--- src/rtl/tcmp_pkg.sv ---
// Package tcmp_pkg
// Shared encodings and helpers for the timer compare channel.
// Assumes wave_mode bit 0 set means a PWM (buffered) mode.
package tcmp_pkg;

    typedef enum logic [1:0] {
        WM_NORMAL       = 2'b00,
        WM_PWM_PHASE    = 2'b01,
        WM_CLEAR_ON_CMP = 2'b10,
        WM_PWM_FAST     = 2'b11
    } wave_mode_e;

    typedef enum logic [1:0] {
        OM_OFF    = 2'b00,
        OM_TOGGLE = 2'b01,
        OM_CLEAR  = 2'b10,
        OM_SET    = 2'b11
    } out_mode_e;

    // True for the two modes that buffer the compare value.
    function automatic logic mode_is_pwm(input wave_mode_e m);
        return (m == WM_PWM_PHASE) || (m == WM_PWM_FAST);
    endfunction

    // Next pin level for a given action and current level.
    function automatic logic pin_action(input out_mode_e om, input logic cur);
        logic nxt;
        case (om)
            OM_TOGGLE: nxt = ~cur;
            OM_CLEAR:  nxt = 1'b0;
            OM_SET:    nxt = 1'b1;
            default:   nxt = cur;
        endcase
        return nxt;
    endfunction

endpackage

--- src/rtl/tcmp_regs.sv ---
// Module tcmp_regs
// Holds the shadow and active compare registers and the CPU readback mux.
// Assumes load_evt is already qualified with the timer clock enable.
module tcmp_regs #(
    parameter int W = 8
) (
    input  logic         clk,
    input  logic         rst_n,
    input  logic         buffered,
    input  logic         load_evt,
    input  logic         wr,
    input  logic [W-1:0] wdata,
    output logic [W-1:0] active,
    output logic [W-1:0] rdata
);

    logic [W-1:0] shadow_q;
    logic [W-1:0] active_q;

    // Shadow register: follows every CPU write.
    always_ff @(posedge clk) begin
        if (!rst_n)
            shadow_q <= '0;
        else if (wr)
            shadow_q <= wdata;
    end

    // Active register: direct write when unbuffered, boundary copy when buffered.
    always_ff @(posedge clk) begin
        if (!rst_n)
            active_q <= '0;
        else if (!buffered && wr)
            active_q <= wdata;
        else if (buffered && load_evt)
            active_q <= shadow_q;
    end

    // Readback: the register the CPU is writing in the current mode.
    always_comb begin
        rdata = buffered ? shadow_q : active_q;
    end

    assign active = active_q;

endmodule

--- src/rtl/tcmp_block.sv ---
// Module tcmp_block
// Tracks the match blocking window opened by a counter write.
// Assumes cnt_wr is a single-cycle pulse; the window ends after one tick cycle.
module tcmp_block (
    input  logic clk,
    input  logic rst_n,
    input  logic cnt_wr,
    input  logic tick,
    output logic blocked
);

    logic pend_q;

    // Pending block: armed by a counter write, consumed by the next enabled cycle.
    always_ff @(posedge clk) begin
        if (!rst_n)
            pend_q <= 1'b0;
        else if (cnt_wr)
            pend_q <= 1'b1;
        else if (tick)
            pend_q <= 1'b0;
    end

    // A write in progress also masks the cycle it occurs in.
    always_comb begin
        blocked = pend_q | cnt_wr;
    end

endmodule

--- src/rtl/tcmp_match.sv ---
// Module tcmp_match
// Equality comparator qualified by the timer enable and the blocking window.
// Purely combinational; assumes both operands are registered upstream.
module tcmp_match #(
    parameter int W = 8
) (
    input  logic [W-1:0] count_val,
    input  logic [W-1:0] cmp_val,
    input  logic         tick,
    input  logic         blocked,
    output logic         hit
);

    // Qualified equality.
    always_comb begin
        hit = tick && !blocked && (count_val == cmp_val);
    end

endmodule

--- src/rtl/tcmp_wave.sv ---
// Module tcmp_wave
// Drives the output pin and the sticky match flag.
// Assumes force_evt is already gated off in PWM modes.
module tcmp_wave
    import tcmp_pkg::*;
(
    input  logic      clk,
    input  logic      rst_n,
    input  logic      hit,
    input  logic      force_evt,
    input  out_mode_e out_mode,
    input  logic      flag_clr,
    output logic      pin,
    output logic      flag
);

    logic pin_q;
    logic flag_q;

    // Pin: apply the selected action on a real or forced compare.
    always_ff @(posedge clk) begin
        if (!rst_n)
            pin_q <= 1'b0;
        else if (hit || force_evt)
            pin_q <= pin_action(out_mode, pin_q);
    end

    // Flag: set by a real match only, cleared by write-one, set wins.
    always_ff @(posedge clk) begin
        if (!rst_n)
            flag_q <= 1'b0;
        else if (hit)
            flag_q <= 1'b1;
        else if (flag_clr)
            flag_q <= 1'b0;
    end

    assign pin  = pin_q;
    assign flag = flag_q;

endmodule

--- src/rtl/timer_cmp_channel.sv ---
// Module timer_cmp_channel
// One output compare channel of a timer: compare register with mode-selected
// buffering, qualified comparator, pin/flag logic and counter-write blocking.
// Assumes the counter, top/bottom strobes and tick come from the timer core.
module timer_cmp_channel
    import tcmp_pkg::*;
#(
    parameter int W = 8
) (
    input  logic         clk,
    input  logic         rst_n,
    input  logic         tick,
    input  logic [W-1:0] count_val,
    input  logic         at_top,
    input  logic         at_bottom,
    input  logic [1:0]   wave_mode,
    input  logic [1:0]   out_mode,
    input  logic         cmp_wr,
    input  logic [W-1:0] cmp_wdata,
    output logic [W-1:0] cmp_rdata,
    input  logic         cnt_wr,
    input  logic         force_cmp,
    input  logic         flag_clr,
    output logic         match_flag,
    output logic         pin_out
);

    wave_mode_e wm;
    out_mode_e  om;
    logic       pwm_mode;
    logic       load_evt;
    logic       force_evt;
    logic       blk_now;
    logic       cmp_hit;
    logic [W-1:0] active_cmp;

    // Mode decode and event qualification.
    always_comb begin
        wm        = wave_mode_e'(wave_mode);
        om        = out_mode_e'(out_mode);
        pwm_mode  = mode_is_pwm(wm);
        load_evt  = tick && ((wm == WM_PWM_FAST) ? at_top : at_bottom);
        force_evt = force_cmp && !pwm_mode;
    end

    tcmp_regs #(.W(W)) u_regs (
        .clk      (clk),
        .rst_n    (rst_n),
        .buffered (pwm_mode),
        .load_evt (load_evt),
        .wr       (cmp_wr),
        .wdata    (cmp_wdata),
        .active   (active_cmp),
        .rdata    (cmp_rdata)
    );

    tcmp_block u_block (
        .clk     (clk),
        .rst_n   (rst_n),
        .cnt_wr  (cnt_wr),
        .tick    (tick),
        .blocked (blk_now)
    );

    tcmp_match #(.W(W)) u_match (
        .count_val (count_val),
        .cmp_val   (active_cmp),
        .tick      (tick),
        .blocked   (blk_now),
        .hit       (cmp_hit)
    );

    tcmp_wave u_wave (
        .clk       (clk),
        .rst_n     (rst_n),
        .hit       (cmp_hit),
        .force_evt (force_evt),
        .out_mode  (om),
        .flag_clr  (flag_clr),
        .pin       (pin_out),
        .flag      (match_flag)
    );

endmodule

--- config.mk ---
export PLATFORM = sky130hd
export DESIGN_NAME = timer_cmp_channel
export DESIGN_NICKNAME = d
export VERILOG_FILES = /design/src/rtl/tcmp_pkg.sv /design/src/rtl/tcmp_regs.sv /design/src/rtl/tcmp_block.sv /design/src/rtl/tcmp_match.sv /design/src/rtl/tcmp_wave.sv /design/src/rtl/timer_cmp_channel.sv
export SDC_FILE = /design/constraint.sdc
export NUM_CORES = 1
export LEC_CHECK = 0
export BUFFER_PORTS_ARGS = -buffer_cell sky130_fd_sc_hd__buf_4
export CAP_MARGIN = 20
export CORE_UTILIZATION = 48
export DETAILED_ROUTE_END_ITERATION = 8
export HOLD_SLACK_MARGIN = 0.12
export PLACE_DENSITY = 0.87
export SYNTH_ARGS = -nofsm -noshare
export SYNTH_HDL_FRONTEND = slang
export SYNTH_SLANG_ARGS = --single-unit
--- constraint.sdc ---
create_clock -name clk -period 1.6 [get_ports clk]
set_input_delay 0 -clock clk [delete_from_list [all_inputs] [get_ports clk]]
set_output_delay 0 -clock clk [all_outputs]
set_load 0.01 [all_outputs]
# --- Word-level counts from Yosys, hierarchy flattened ---
# Index checks and enable logic that the tools add are counted.
word_totals:
  word_cells: 37
  input_bits: 29
  reg_bits: 19
  output_inout_bits: 10
op_classes:
  mux: 9
  reduce_logical: 15
  eq_ne: 6
  bitwise_logic: 2
ops:
  columns: ["operator", "n"]
  rows:
  - ["8-bit two-way mux", 3]
  - ["8-bit equality test", 1]
  - ["2-bit equality test, second input constant", 3]
  - ["1-bit logical AND", 6]
  - ["2-bit nonzero test", 3]
  - ["1-bit two-way mux", 5]
  - ["2-bit by 1-bit equality test with 1-bit output, second input constant", 2]
  - ["1-bit one-hot mux with 3 select lines", 1]
  - ["3-bit nonzero test", 1]
  - ["1-bit logical NOT", 2]
  - ["1-bit logical OR", 2]
  - ["2-bit AND reduction", 1]
  - ["1-bit inverter", 1]
  - ["1-bit OR", 1]

# --- Logic depth before layout (Yosys ltp) ---
# Gate-level depths: netlist of the first run.
depth:
  ltp_word: 6
  ltp_mapped: 7
  mapped_depth_nobuf: 4

# --- Hierarchy ---
# A second synthesis of the first run with hierarchy kept.
hier_totals:
  cells_unflattened: 103
  hier_area_um2: 1098.6
modules_own_cells:
  columns: ["module", "cells_per_inst", "n_inst", "area_each_um2", "seq_area_each_um2"]
  rows:
  - ["tcmp_regs", 71, 1, 828.3, 320.3]
  - ["tcmp_match", 12, 1, 98.8, 0.0]
  - ["tcmp_wave", 10, 1, 90.1, 40.0]
  - ["tcmp_block", 4, 1, 47.5, 20.0]
  - ["timer_cmp_channel", 6, 1, 33.8, 0.0]

# --- Worst setup path after synthesis of the first run ---
# No wires, ideal clock.
synth_timing:
  path_type: "flip-flop to flip-flop"
  from: "reg u_regs.active_q[3] (netlist: u_regs.active[3])"
  to: "reg u_wave.pin_q (netlist: u_wave.pin)"
  setup_slack_ns: 0.282
  setup_time_ns: 0.120
  t_arrival_ns: 1.198
  required_time_ns: 1.480
  path_stages_with_launch: 5
  period_less_slack_ns: 1.318
  path_buffers: 0
  path_cell_list: "dfxtp_1 > xnor2_1 > nand4_1 > o311a_1 > o31a_1"
synth_via:
  elab_chain_len: 4
synth_rtl:
  columns: ["element", "line", "source"]
  rows:
  - ["start, declared", "tcmp_regs.sv:18", "logic [W-1:0] active_q;"]
  - ["start signal, assigned", "tcmp_regs.sv:33", "active_q <= wdata;"]
  - ["start signal, assigned", "tcmp_regs.sv:35", "active_q <= shadow_q;"]
  - ["8-bit equality test", "tcmp_match.sv:16", "hit = tick && !blocked && (count_val == cmp_val);"]
  - ["1-bit logical AND", "tcmp_match.sv:16", null]
  - ["1-bit logical OR", "tcmp_wave.sv:24", "else if (hit || force_evt)"]
  - ["2-bit AND reduction (no source line)", null, null]
  - ["end signal, assigned", "tcmp_wave.sv:25", "pin_q <= pin_action(out_mode, pin_q);"]
  - ["end, declared", "tcmp_wave.sv:17", "logic pin_q;"]
# Every way passes these cells.
# A chain may end at the register's enable or synchronous reset.

# --- Worst setup path after layout of the first run ---
layout_timing:
  from: "reg u_regs.active_q[7] (netlist: u_regs.active[7])"
  to: "reg u_wave.pin_q (netlist: u_wave.pin)"
# Same word-level chain as after synthesis.

==> flow_summary_export.csv, run 1 <==
group,metric,value,unit
timing,rsz0062_at_grt,"no",
logic_synthesis,yosys_register_bits,19,
cells_and_area,n_antenna_cell,0,
logic_synthesis,ys.flop_type,"dfxtp_1",
logic_synthesis,ys_seq_area_share,35.7,%
floorplanning,die_h,49.1,um
grt,antenna_found_initial,0,
cells_and_area,final_cell_mix,"38 x buf_4, 20 x dlygate4sd3_1, 19 x dfxtp_1, 16 x mux2i_1, 10 x nor2b_1",
drt,drcViolationCount,0,
floorplanning,ios,39,
logic_synthesis,synth_top_family_by_area,"multiplexers",
critical_path,worstPathRequired,1800,ps
job,drv_cap,0,
grt,grt_pass1_wl,4.20,mm
cts,cts_root_buffer,"clkbuf_4",
floorplanning,dieWidth,49.1,um
critical_path,crit_fanout,3,
timing,slew_headroom,76.7,%
drt,firstDrtPassIters,4,
timing,period_minus_slack,1430,ps
cts,clk_pin_slew_worst_paths,110,ps
timing,post-route-period-util,89.4,%
logic_synthesis,syn_area,1060,um2
floorplanning,coreArea,2020,um2
cts,htree_levels,1,
cts,cts_tree,"done",
critical_path,end_kind,"flop",
cells_and_area,multi_input_area,631,um2
cts,clk_latency,290,ps
cells_and_area,fillers,148,
logic_synthesis,synthSimpleGateAreaFrac,14.5,%
grt,grt_pass1_vias,958,
min_path,hold_depth,5,
pwr,vdd_drop_max,0.493,mV
cells_and_area,nets,187,
critical_path,rrSetupSlack,170,ps
logic_synthesis,syn-mean-instance-area,10.5,um2
cells_and_area,finish.utilization,77.0,%
min_path,min_from,"out_mode[1]",
grt,track_usage,23.0,%
cells_and_area,drive_gt1_share,32.5,%
pwr,p_leak,0.743,nW
floorplanning,rows,16,
logic_synthesis,synthAdderAreaFrac,0,%
place,port_buffers,38,
floorplanning,die-area,2410,um2
cells_and_area,syn_to_final_growth,46.2,%
drt,routed_wl,2.40,mm
critical_path,cp.arrival,1630,ps
timing,clock_skew,3.18,ps
timing,slew_viol_final,0,
timing,fmax,699,MHz
critical_path,crit_buf_inv,0,
drt,num_vias,940,
critical_path,critical_path_class,"flop to flop",
logic_synthesis,yosys.cell_types.count,23,
logic_synthesis,yosys_warnings,0,
critical_path,reg2reg_depth,4,
place,place.gp.congestion,0.711,
timing,fin_setup_tns,0,ps
drt,wl_per_cell,13.0,um
logic_synthesis,muxShareOfSynthArea,24.6,%
critical_path,path_delay_family,"compound AO/OA/AOI/OAI gates",
critical_path,r2r_start,"u_regs.active[7]",
logic_synthesis,synth_async_sr_flop_share,0,%
min_path,min_delay_worst_endpoint,"u_wave.pin",
place,place_area,1330,um2
place,dp_slack,175,ps
cts,cts_buffers,3,
grt,grt_max_degree,20,
timing,setup_violations,0,
drt,drt-initial-drc-count,13,
logic_synthesis,synthTopCellsByArea,"dfxtp_1 36%, mux2i_1 15%, mux2_2 8.5%, o211a_1 7.5%, xnor2_1 7.4%",
min_path,hold_path.class,"input port to flop",
critical_path,timing.rr.end,"u_wave.pin",
place,place_inst,160,
critical_path,startpoint_type,"flop",
logic_synthesis,synth_edf_count,0,
logic_synthesis,synth_compound_area_share,12.8,%
critical_path,crit_chain,"xnor2_1 -> nand4_1 -> o311a_1 -> o31a_1",
logic_synthesis,netlist_instances,101,
pwr,cellPowerDensity,694,nW/um2
cts,cts_buffer_depth,2,
grt,overflow,0,
cts,post_cts_resize_count,0,
place,dp_hpwl,1.64,mm
critical_path,cpPeakStageDelay,400,ps
cells_and_area,fin_cells,184,
timing,fin_ws,169,ps
cells_and_area,regArea,380,um2
logic_synthesis,synth_nets,130,
timing,tightestPinTransition,348,ps
logic_synthesis,yosysTopAreaCell,"dfxtp_1",
drt,via_per_inst,5.11,
logic_synthesis,synthXorXnorAreaFrac,7.40,%
drt,ant_nets,0,
critical_path,worstSetupStartpoint,"u_regs.active[7]",
cts,clock_sinks,19,
outcome,outcome,"finished, final reports clean",
critical_path,critPathSlowestCell,"dfxtp_1",
cells_and_area,stdcell_area,1560,um2
cells_and_area,mostFrequentLayoutCell,"buf_4",
logic_synthesis,synth_top_area_share,35.7,%
cts,postCtsSetupRepairBufs,0,
floorplanning,initial_utilization,52.7,%
timing,hold_viol_final,0,
## final cells by class
class	instances	area share, %
clock buffers	4	1.69
repair buffers	58	31.2
flip-flops and latches	19	24.4
well taps	27	2.17
multi-input cells	76	40.5
## Yosys cell counts, drive strengths merged (2+ instances only)
master and number:
buf 6, nand2b 2, xnor2 9, nand3 2
mux2 9, o211a 8, o21a 2, nand2 9
dfxtp 19, nor2b 11, mux2i 16
## cells by family after synthesis
kind of cell | count (synthesis)
and+or+nand+nor | 28
muxes | 25
DFF | 19
xor gates and xnor gates | 9
buffers and inverters | 6
AOI/OAI and AO/OA | 14
## worst max path at each step
stage / to / slack, ps / depth (start not counted)
floorplan: u_wave.pin / 280 / 4
global placement: u_wave.pin / 220 / 4
detailed placement: u_wave.pin / 180 / 4
CTS: u_wave.pin / 160 / 4
global route: u_wave.pin / 100 / 4
finish: u_wave.pin / 170 / 4
## worst register-to-register path, delay by kind of cell, from the launching register on
family / cells / cell delay [ps]
and+or+nand+nor: 1 / 160
AOI/OAI and AO/OA: 2 / 640
DFF: 1 / 400
xor gates and xnor gates: 1 / 130
## registers in the layout, summed over array words and instances (netlist names)
name and flops:
u_regs.active 8, u_regs.shadow_q 8, u_block.pend_q 1, u_wave.flag 1, u_wave.pin 1
## layer usage
layer / vias to the layer above / GRT usage (%) / part of all wire [%]
li1: 468 / - / -
met1: 440 / 28.0 / 45
met2: 30 / 41.3 / 50
met3: 2 / 2.80 / 4.0
met4: 0 / 7.35 / 0.50
met5: - / 0 / 0
## where the power goes
part	switching (mW)	total [mW]	internal (mW)
Combinational	0.115	0.306	0.191
Sequential	0.0261	0.532	0.506
Clock	0.146	0.243	0.0969
Total	0.287	1.08	0.794
## through the flow
stage	power [mW]	hold WS [ps]
after floorplan	0.700	124
after global placement	0.795	218
after detailed placement	0.802	227
after CTS	1.09	150
after global routing	1.15	178
final	1.08	159
## what timing repair did
item / CTS / global route
hold buffers: 20 / 0
hold endpoints to repair: 19 / 0
endpoints found under the setup margin: 0 / 0
Power figures use the tool's default switching activity.
==> run 2: changes to the inputs <==
--- a/config.mk
+++ b/config.mk
@@ -11,6 +11,7 @@
 export DETAILED_ROUTE_END_ITERATION = 8
 export HOLD_SLACK_MARGIN = 0.12
 export PLACE_DENSITY = 0.87
+export SETUP_SLACK_MARGIN = 0.3
 export SYNTH_ARGS = -nofsm -noshare
 export SYNTH_HDL_FRONTEND = slang
 export SYNTH_SLANG_ARGS = --single-unit
==> run 2 against run 1 <==
  * Combinational power rose by 5%
  * Core utilization up 2.8 points
  * Critical path depth is the same
  * Fmax grew 2.5%
  * Hold slack worse by 3.4 ps
  * Clock-buffer cell count did not move
  * Routed wire length grew 11%
  * Setup slack improved by 36 ps
  * Die area did not move
  * Non-clock buffer count rose by 3
  * Sequential share of layout area shrank 0.23 points
  * Register-to-register slack improved by 40 ps
  * Highest routed layer is now met3
==> flow_summary_export.csv, run 2 (synthesis gave the netlist of run 1 again) <==
group,metric,value,unit
cts,clock_sinks,19,
outcome,outcome,"finished, final reports clean",
pwr,intPower,0.807,mW
pwr,clkPwrFrac,22.0,%
drt,via_per_inst,5.03,
drt,drt-initial-drc-count,10,
cts,cts_buffers,3,
cells_and_area,finish.utilization,79.8,%
timing,fin_setup_tns,0,ps
critical_path,timing.rr.end,"u_wave.pin",
timing,post-route-period-util,87.2,%
critical_path,crit_path_end,"u_wave.pin",
drt,firstDrtPassIters,4,
timing,fmax,717,MHz
cts,clk_latency,290,ps
grt,grt_pass1_vias,1027,
drt,routed_wl,2.66,mm
cells_and_area,n_antenna_cell,0,
timing,hold_viol_final,0,
timing,period_minus_slack,1400,ps
floorplanning,initial_utilization,52.7,%
pwr,cellPowerDensity,684,nW/um2
min_path,hold_path.class,"input port to flop",
grt,grt_pass1_wl,4.63,mm
timing,rsz0062_at_grt,"yes",
drt,num_vias,941,
grt,track_usage,25.0,%
floorplanning,ios,39,
cells_and_area,drive_gt1_share,41.9,%
timing,slew_headroom,74.9,%
critical_path,worstPathRequired,1790,ps
critical_path,crit_fanout,2,
drt,wl_per_cell,14.2,um
pwr,vdd_drop_max,0.726,mV
timing,clock_skew,8.74,ps
cells_and_area,syn_to_final_growth,51.5,%
cells_and_area,mostFrequentLayoutCell,"buf_4",
critical_path,reg2reg_depth,4,
cts,cts_tree,"done",
cts,cts_buffer_depth,2,
critical_path,r2r_start,"u_regs.active[1]",
cts,clk_pin_slew_worst_paths,110,ps
cells_and_area,nets,190,
place,place.gp.congestion,0.694,
floorplanning,dieWidth,49.1,um
timing,whs,156,ps
grt,antenna_found_initial,0,
pwr,power,1.10,mW
critical_path,worstSetupStartpoint,"u_regs.active[1]",
drt,ant_nets,0,
critical_path,cp.arrival,1590,ps
job,drv_cap,0,
timing,tightestPinTransition,375,ps
floorplanning,coreArea,2020,um2
timing,slew_viol_final,0,
critical_path,startpoint_type,"flop",
floorplanning,die-area,2410,um2
place,port_buffers,38,
pwr,p_leak,0.789,nW
floorplanning,die_h,49.1,um
critical_path,critical_path_class,"flop to flop",
pwr,power_frac_seq,48.8,%
cts,htree_levels,1,
pwr,sw_frac_of_total,26.9,%
timing,setup_violations,0,
cts,cts_root_buffer,"clkbuf_4",
critical_path,end_kind,"flop",
grt,overflow,0,
critical_path,rrSetupSlack,200,ps
place,dp_hpwl,1.67,mm
drt,drcViolationCount,0,
pwr,comb_power_share,29.2,%
grt,grt_max_degree,20,
floorplanning,rows,16,
cells_and_area,final_cell_mix,"42 x buf_4, 19 x dlygate4sd3_1, 15 x mux2i_1, 11 x dfxtp_1, 10 x nor2b_1",
pwr,p_sw,0.297,mW
-- run 2: metrics by stage --
step                area (um2)  setup slack (ps)  cells
detailed placement        1340               193    160
global placement          1340               205    160
finish                    1610               205    187
CTS                       1600               235    188
floorplan                 1070               306    101
global route              1610               155    187
-- run 2: what timing repair did --
item | in CTS | in global routing
pin swaps | 3 | 4
setup buffers | 4 | 0
resized for setup | 2 | 4
endpoints found under the hold margin | 19 | 0
endpoints found under the setup margin | 1 | 3
hold buffers | 20 | 0
-- run 2: cell type report --
| cell class | count | area (um2) |
|---|---|---|
| multi-input combinational | 76 | 657 |
| sequential | 19 | 390 |
| tap | 27 | 33.8 |
| fill | 137 | 409 |
| timing repair buffer | 61 | 505 |
| clock buffer | 4 | 26.3 |
-- run 2: worst min path at each step --
stage	endpoint	from	depth (start not counted)	slack (ps)
after floorplan	u_block.pend_q	cnt_wr	1	120
after global placement	u_block.pend_q	cnt_wr	2	220
after detailed placement	u_block.pend_q	cnt_wr	2	240
after CTS	u_wave.pin	force_cmp	4	150
after global routing	u_regs.shadow_q[1]	cmp_wr	3	180
final	u_wave.pin	force_cmp	4	160
-- run 2: worst max-delay path, stage by stage, from the launching register on --
cell,delay [ps]
dfxtp_2,350
xnor2_1,150
nand3_1,130
o311a_1,380
o31a_1,290
-- run 2: layer usage --
layer / routed length, um / track usage, % / vias to the layer above
met5: 0 / 0 / -
met4: 0 / 4.41 / 0
met3: 115 / 4.98 / 0
met2: 1400 / 47.3 / 28
met1: 1140 / 28.9 / 436
li1: - / - / 477
-- run 2: power by group through the flow --
| stage | combinational [mW] | clock [mW] | sequential, mW |
|---|---|---|---|
| floorplan | 0.164 | 0 | 0.540 |
| global placement | 0.256 | 0 | 0.542 |
| detailed placement | 0.261 | 0 | 0.546 |
| CTS | 0.315 | 0.243 | 0.535 |
| global route | 0.352 | 0.272 | 0.543 |
| finish | 0.322 | 0.243 | 0.538 |
